File: src/rtl/miss_wb_alloc.sv
module miss_wb_alloc #(
  parameter int AW = 32,
  parameter int SW = 7,
  parameter int BLK_BYTES = 64,
  parameter int MISS_SLOTS = 4,
  parameter int WB_SLOTS = 2,
  parameter int TAG_W = 8,
  parameter int CNT_W = 16,
  localparam int MAXS = (MISS_SLOTS > WB_SLOTS) ? MISS_SLOTS : WB_SLOTS,
  localparam int IW = (MAXS > 1) ? $clog2(MAXS) : 1
) (
  input  logic             clk,
  input  logic             rst_n,
  input  logic             alloc_valid,
  input  logic [1:0]       alloc_kind,
  input  logic [AW-1:0]    alloc_addr,
  input  logic [SW-1:0]    alloc_size,
  input  logic             alloc_bus_req,
  output logic             alloc_ack,
  output logic             alloc_err,
  output logic [IW-1:0]    alloc_slot,
  output logic [TAG_W-1:0] alloc_tag,
  input  logic             issue_valid,
  input  logic             issue_q,
  input  logic [IW-1:0]    issue_idx,
  input  logic             free_valid,
  input  logic             free_q,
  input  logic [IW-1:0]    free_idx,
  input  logic             rd_q,
  input  logic [IW-1:0]    rd_idx,
  output logic             rd_valid,
  output logic             rd_busy,
  output logic [AW-1:0]    rd_addr,
  output logic [SW-1:0]    rd_size,
  output logic [TAG_W-1:0] rd_tag,
  output logic [1:0]       blocked_mask,
  output logic             cpu_stall,
  output logic             cpu_retry,
  output logic             mem_req,
  output logic             mem_req_cause,
  output logic [CNT_W-1:0] miss_blk_events,
  output logic [CNT_W-1:0] wb_blk_events,
  output logic [CNT_W-1:0] miss_blk_cycles,
  output logic [CNT_W-1:0] wb_blk_cycles
);
  localparam logic [AW-1:0] OFS_MASK = AW'(BLK_BYTES - 1);

  logic [MAXS-1:0]  vld [2];
  logic [MAXS-1:0]  busy [2];
  logic [AW-1:0]    e_addr [2][MAXS];
  logic [SW-1:0]    e_size [2][MAXS];
  logic [TAG_W-1:0] e_tag [2][MAXS];
  logic [IW:0]      wcnt [2];
  logic [IW:0]      wnext [2];
  logic [CNT_W-1:0] evt [2];
  logic [CNT_W-1:0] bcyc [2];
  logic [CNT_W-1:0] bstart [2];
  logic [CNT_W-1:0] cyc;
  logic [TAG_W-1:0] tag_ctr;
  logic [1:0]       mask, mask_n, set_b, clr_b, have_free;
  logic [IW-1:0]    fslot [2];
  logic             rej_pend, retry_q;

  function automatic logic [IW:0] qdepth(input logic q);
    return q ? (IW+1)'(WB_SLOTS) : (IW+1)'(MISS_SLOTS);
  endfunction

  wire aq       = (alloc_kind == 2'b10);
  wire kind_ok  = (alloc_kind != 2'b11);
  wire alloc_ok = alloc_valid && kind_ok && have_free[aq];
  wire alloc_no = alloc_valid && !alloc_ok;
  wire issue_ok = issue_valid && ({1'b0, issue_idx} < qdepth(issue_q)) &&
                  vld[issue_q][issue_idx] && !busy[issue_q][issue_idx];
  wire free_ok  = free_valid && ({1'b0, free_idx} < qdepth(free_q)) &&
                  vld[free_q][free_idx] && busy[free_q][free_idx];

  always_comb begin
    for (int q = 0; q < 2; q++) begin
      have_free[q] = 1'b0;
      fslot[q] = '0;
      for (int i = MAXS - 1; i >= 0; i--) begin
        if (((IW+1)'(i) < qdepth(q[0])) && !vld[q][i]) begin
          have_free[q] = 1'b1;
          fslot[q] = IW'(i);
        end
      end
      wnext[q] = wcnt[q] + (IW+1)'(alloc_ok && (aq == q[0]))
                         - (IW+1)'(issue_ok && (issue_q == q[0]));
      set_b[q] = alloc_ok && (aq == q[0]) && (wnext[q] == qdepth(q[0]));
      clr_b[q] = issue_ok && (issue_q == q[0]) && (wcnt[q] == qdepth(q[0])) &&
                 (wnext[q] != qdepth(q[0]));
    end
    mask_n = (mask | set_b) & ~clr_b;
  end

  always_ff @(posedge clk) begin
    if (!rst_n) begin
      for (int q = 0; q < 2; q++) begin
        vld[q] <= '0;
        busy[q] <= '0;
        wcnt[q] <= '0;
        evt[q] <= '0;
        bcyc[q] <= '0;
        bstart[q] <= '0;
      end
      cyc <= '0;
      tag_ctr <= '0;
      mask <= '0;
      rej_pend <= 1'b0;
      retry_q <= 1'b0;
      alloc_ack <= 1'b0;
      alloc_err <= 1'b0;
      alloc_slot <= '0;
      alloc_tag <= '0;
      mem_req <= 1'b0;
      mem_req_cause <= 1'b0;
    end else begin
      cyc <= cyc + 1'b1;
      alloc_ack <= alloc_ok;
      alloc_err <= alloc_no;
      mem_req <= alloc_ok && alloc_bus_req;
      if (alloc_ok) begin
        vld[aq][fslot[aq]] <= 1'b1;
        busy[aq][fslot[aq]] <= 1'b0;
        e_addr[aq][fslot[aq]] <= (alloc_kind == 2'b00) ? (alloc_addr & ~OFS_MASK) : alloc_addr;
        e_size[aq][fslot[aq]] <= (alloc_kind == 2'b00) ? SW'(BLK_BYTES) : alloc_size;
        e_tag[aq][fslot[aq]] <= tag_ctr;
        alloc_slot <= fslot[aq];
        alloc_tag <= tag_ctr;
        mem_req_cause <= aq;
        tag_ctr <= tag_ctr + 1'b1;
      end
      if (issue_ok) busy[issue_q][issue_idx] <= 1'b1;
      if (free_ok) begin
        vld[free_q][free_idx] <= 1'b0;
        busy[free_q][free_idx] <= 1'b0;
      end
      for (int q = 0; q < 2; q++) begin
        wcnt[q] <= wnext[q];
        if (set_b[q]) begin
          evt[q] <= evt[q] + 1'b1;
          bstart[q] <= cyc;
        end
        if (clr_b[q]) bcyc[q] <= bcyc[q] + (cyc - bstart[q]);
      end
      mask <= mask_n;
      retry_q <= (mask != 2'b00) && (mask_n == 2'b00) && (rej_pend || alloc_no);
      if ((mask != 2'b00) && (mask_n == 2'b00)) rej_pend <= 1'b0;
      else if (alloc_no && (mask != 2'b00)) rej_pend <= 1'b1;
    end
  end

  assign rd_valid = vld[rd_q][rd_idx];
  assign rd_busy  = busy[rd_q][rd_idx];
  assign rd_addr  = e_addr[rd_q][rd_idx];
  assign rd_size  = e_size[rd_q][rd_idx];
  assign rd_tag   = e_tag[rd_q][rd_idx];
  assign blocked_mask    = mask;
  assign cpu_stall       = |mask;
  assign cpu_retry       = retry_q;
  assign miss_blk_events = evt[0];
  assign wb_blk_events   = evt[1];
  assign miss_blk_cycles = bcyc[0];
  assign wb_blk_cycles   = bcyc[1];
endmodule

File: config.mk
export PLATFORM = sky130hd
export DESIGN_NAME = miss_wb_alloc
export DESIGN_NICKNAME = d
export VERILOG_FILES = /design/src/rtl/miss_wb_alloc.sv
export SDC_FILE = /design/constraint.sdc
export NUM_CORES = 1
export LEC_CHECK = 0
export ABC_AREA = 1
export CAP_MARGIN = 20
export CORE_ASPECT_RATIO = 0.7
export CORE_MARGIN = 1.5
export CORE_UTILIZATION = 65
export DETAILED_ROUTE_END_ITERATION = 12
export DONT_BUFFER_PORTS = 1
export GPL_ROUTABILITY_DRIVEN = 1
export PLACE_DENSITY_LB_ADDON = 0.12
export SYNTH_ARGS = -nofsm -noshare
export SYNTH_HDL_FRONTEND = slang
export SYNTH_SLANG_ARGS = --single-unit
File: constraint.sdc
create_clock -name clk -period 10.5 [get_ports clk]
set_clock_uncertainty 0.1 [all_clocks]
set_input_delay 3.15 -clock clk [delete_from_list [all_inputs] [get_ports clk]]
set_output_delay 3.15 -clock clk [all_outputs]
set_load 0.01 [all_outputs]
-- Word level (Yosys, flattened, before mapping)
Memory sizes are Yosys's and may differ from the RTL's.
Cells that the tools add are included.
- register bits: 42
- latch bits: 0
- memory bits (writable): 494
- memory bits (read-only): 0
- input bits: 56
- output and inout bits: 131
- memories kept: 9
- memories (name ; depth ; width ; read ports ; clocked after Yosys merged registers in ; wr ports ; line ; source):
    e_addr ; 2 ; 128 ; 1 ; 0 ; 1 ; 50 ; logic [AW-1:0] e_addr [2][MAXS];
    e_tag ; 2 ; 32 ; 1 ; 0 ; 1 ; 52 ; logic [TAG_W-1:0] e_tag [2][MAXS];
    e_size ; 2 ; 28 ; 1 ; 0 ; 1 ; 51 ; logic [SW-1:0] e_size [2][MAXS];
    bcyc ; 2 ; 16 ; 2 ; 0 ; 2 ; 56 ; logic [CNT_W-1:0] bcyc [2];
    bstart ; 2 ; 16 ; 2 ; 0 ; 2 ; 57 ; logic [CNT_W-1:0] bstart [2];
    evt ; 2 ; 16 ; 2 ; 0 ; 2 ; 55 ; logic [CNT_W-1:0] evt [2];
    3 more memories ; - ; - ; - ; - ; - ; - ;
- add/subtract/negate cells: 12
- multipliers: 0
- divide/modulo/power cells: 0
- order comparisons: 14
- eq/ne operators: 8
- shift operators: 0
- mux-type cells: 100
- bitwise gates (word level): 17
- reductions and logical operators: 39
- operators with widths (cell ; number):
    two-way mux 128 bit ; 1
    two-way mux 32 bit ; 4
    two-way mux 16 bit ; 6
    binary-select mux 32 bit (select 2 bit) ; 1
    demux 32 bit (select 2 bit) ; 1
    adder 16 x 1 -> 16 bit, second input constant ; 3
    two-way mux 4 bit ; 11
    two-way mux 1 bit ; 43
    adder 16 bit ; 2
    subtractor 16 bit ; 2
    two-way mux 28 bit ; 1
    two-way mux 7 bit ; 4
    logical AND 1 bit ; 27
    two-way mux 8 bit ; 3
    binary-select mux 8 bit (select 2 bit) ; 1
    demux 8 bit (select 2 bit) ; 1
    OR reduction 4 bit ; 4
    binary-select mux 7 bit (select 2 bit) ; 1
    demux 7 bit (select 2 bit) ; 1
    two-way mux 2 bit ; 7
    binary-select mux 1 bit (select 2 bit) ; 6
    < comparator 2 x 3 -> 1 bit, second input constant ; 4
    two-way mux 3 bit ; 4
    adder 8 x 1 -> 8 bit, second input constant ; 1
    28 further kinds ; 51

-- Depth between registers and ports, before layout
An unclocked memory read counts as a cell.
- depth in word-level cells: 18
- mapped depth: 23

-- Least setup slack after synthesis
Ideal clock, no wire load.
- path kind: input -> output
- start: input port rd_q
- end: output port rd_addr[10]
- arrival time: 4.531 ns
- data required time: 7.250 ns
- slack: 2.719 ns
- stages on the path: 9
- cell sequence: buf_2 > inv_1 > buf_2 > buf_2 > clkbuf_1 > nor2_1 > o22ai_1 > nor2_1 > a31oi_1
- longest elaborated chain between the ends: 4
- ends and longest elaborated chain (element ; line ; source):
    start: declaration ; 29 ; input logic rd_q,
    memory (2 x 128 bit) ; - ;
    binary-select mux 32 bit (select 2 bit) ; 155 ; assign rd_addr = e_addr[rd_q][rd_idx];
    two-way mux 32 bit (not written as such) (2 in series) ; 155 ;
    end: declaration ; 33 ; output logic [AW-1:0] rd_addr,
No other way between the ends. The select of a mux whose other input is x is not followed.

-- Worst setup path after layout
- start: input port rd_q
- end: output port rd_tag[2]
- longest elaborated chain between the ends: 4
- ends and longest elaborated chain (element ; line ; source):
    memory (2 x 32 bit) ; - ;
    binary-select mux 8 bit (select 2 bit) ; 157 ; assign rd_tag = e_tag[rd_q][rd_idx];
    two-way mux 8 bit (not written as such) (2 in series) ; 157 ;
    end: declaration ; 35 ; output logic [TAG_W-1:0] rd_tag,
No other way between the ends. The select of a mux whose other input is x is not followed.

==> impl_metrics.toml <==
[status]
status = "finished, final reports clean"

[synth]
synth_top_area_share_pct = 58.7
netlist.top_cell.by_area = "edfxtp_1"
synthDistinctLibCells = 42
synth.most_common_cell = "edfxtp_1"
synth-edff-count = 472
synth_area_leaders = "edfxtp_1 59%, nor2_1 7.0%, dfxtp_1 5.3%"
ys_async_sr_fraction_pct = 0
syn_area_um2 = 24100
syn_inst = 2239
syn_avg_cell_area_um2 = 10.8
ys.flop_type = "edfxtp_1"
ys_seq_area_share_pct = 64.0
synth_warnings = 0
synthTopCellsByCount = "472 x edfxtp_1, 449 x nor2_1, 246 x o21ai_0"
ys_ff_latch = 536

[detailed_routing]
via_per_inst = 5.75
drtIter0Drc = 1755
first_pass_iters = 7
ant_nets = 0
vias = 16200
routedWlPerCell_um = 18.9
wirelength_um = 53200
drc = 0

[worst_hold_path]
hp-start = "vld[1][3]"
hp-class = "flop to flop"

[cts]
cts.sinks = 536
postCtsHoldBufs = 0
post-cts-setup-buffer-count = 0
clk_path_buf_depth = 3
ctsResizeCount = 0
cts_buffers = 49
clk_pin_slew_ns = 0.06
clk_latency_ns = 0.58
cts_root_buffer = "clkbuf_16"
tritoncts = "built"
h-tree-depth = 2

[setup_path]
crit_end = "rd_tag[2]"
endpoint_kind = "primary output"
arrival_ns = 5.37
critPathLaunch = "rd_q"
reg2reg_slack_ns = 6.30
reg2regPathDepth = 20
cp.required_ns = 7.25
worstPathMaxFanout = 199
r2r-end = "evt[0][19]"
r2r_start = "vld[0][1]"
start_kind = "input pin"
path_class = "input pin to primary output"

[pwr]
ir_drop_mv = 0.166
power-per-cell-area_nw_per_um2 = 175
total_power_mw = 4.64
power.leakage_nw = 10.1

[sta]
post-route-period-util_pct = 82.1
drv_slew = 0
tns_ns = 0
setup_viol = 0
hold_viol = 0
min_period_ns = 8.62
worst_slack_ns = 1.88
timing.hold.ws_ns = 0.336
slew_headroom_pct = 31.4
grt_setup_unrepaired = "no"
fmax_ghz = 0.116
tightest_slew_ns = 1.03

[finish]
final_layout_size_suffix_gt1_share_pct = 5.85
n_fill_cell = 2454
synthToLayoutAreaGrowth_pct = 9.63
stdcell_count = 2822
fin_nets = 2430

[place]
port_buffers = 0
gp_congestion = 0.993
dp_hpwl_um = 32900
dp.cells = 2731
pre_cts_ws_ns = 1.97

[floorplanning]
num_rows = 58
die_height_um = 164
die-area_um2 = 38300
design.core.area_um2 = 36200
start_util_pct = 66.7
die-width_um = 233
io_pins = 187

[run]
cap_violations = 0

[global_route]
grt_antenna_before_repair = 1
grt_pass1_wl_um = 82900
grt_pass1_vias = 15500
grt_overflow = 0
grt_usage_pct = 28.1
grt_max_degree = 200
-- registers in the layout (all words and copies together) (netlist names) --
signal / cells
alloc_ack: 1
alloc_err: 1
alloc_slot: 2
alloc_tag: 8
bcyc: 32
blocked_mask: 2
bstart: 32
busy: 8
cpu_retry: 1
cyc: 16
e_addr: 256
e_size: 56
e_tag: 64
evt: 32
mem_req: 1
mem_req_cause: 1
rej_pend: 1
tag_ctr: 8
vld: 8
wcnt: 6
-- worst min path at each step --
stage	slack [ns]	to	cells past startpoint
final	0.34	vld[1][3]	2
after floorplan	0.31	busy[1][2]	2
after global routing	0.38	vld[1][3]	2
after global placement	0.31	vld[1][3]	2
after CTS	0.34	vld[1][3]	2
after detailed placement	0.33	vld[1][3]	2
-- cell usage in the layout, fill, tap and decap left out, types with 29 or more instances in the layout --
cell	n
o21ai_0	246
xor2_1	29
clkbuf_16	51
a31oi_1	52
a21oi_1	90
conb_1	94
inv_1	236
nor2_1	449
nand3_1	66
o22ai_1	47
fa_1	32
edfxtp_1	472
nand2_1	181
ha_1	40
dfxtp_1	64
-- cells by family after synthesis --
group	after synthesis	share of synthesized area (%)
DFF	536	64.0
adders and majority gates	72	4.73
AOI/OAI and AO/OA	462	10.4
buffers and inverters	347	5.60
and+or+nand+nor	780	13.8
xor gates and xnor gates	41	1.49
other	1	0.0155
-- routing by layer --
| metal | vias to the layer above | share of wire [%] | track usage [%] |
|---|---|---|---|
| met2 | 634 | 45 | 42.6 |
| met4 | 0 | 1.6 | 6.36 |
| li1 | 7729 | - | - |
| met5 | - | 0 | 0 |
| met1 | 7782 | 45 | 41.9 |
| met3 | 75 | 8.8 | 5.97 |
-- through the flow --
| stage | utilization [%] | area, um2 |
|---|---|---|
| after floorplan | - | 24500 |
| after global placement | 68.5 | 24800 |
| after detailed placement | 68.5 | 24800 |
| after CTS | 73.1 | 26500 |
| after global routing | 73.1 | 26500 |
| final | 73.1 | 26500 |
-- report_power, final --
part | switching (mW) | leakage [nW] | total [mW] | internal (mW)
clock | 0.778 | 0.801 | 1.83 | 1.05
sequential | 0.0430 | 5.01 | 2.44 | 2.39
combinational | 0.261 | 4.29 | 0.380 | 0.119
-- critical path, stage by stage --
cell and delay [ns]:
inv_4 0.78, buf_4 0.48, o21ai_0 0.13, o22ai_1 0.17, nor2_1 0.06, a31oi_1 0.45
-- layout make-up --
cell class	instances	area (um2)	area share (%)
clock buffers	59	1330	5.01
flip-flops and latches	536	15500	58.4
repair buffers	17	128	0.482
diodes	2	5.00	0.0189
inverters	249	941	3.56
multi-input cells	1449	7690	29.0
clock inverters	30	319	1.21
well taps	480	601	2.27
Note: power is estimated with default switching activity, not from simulation.
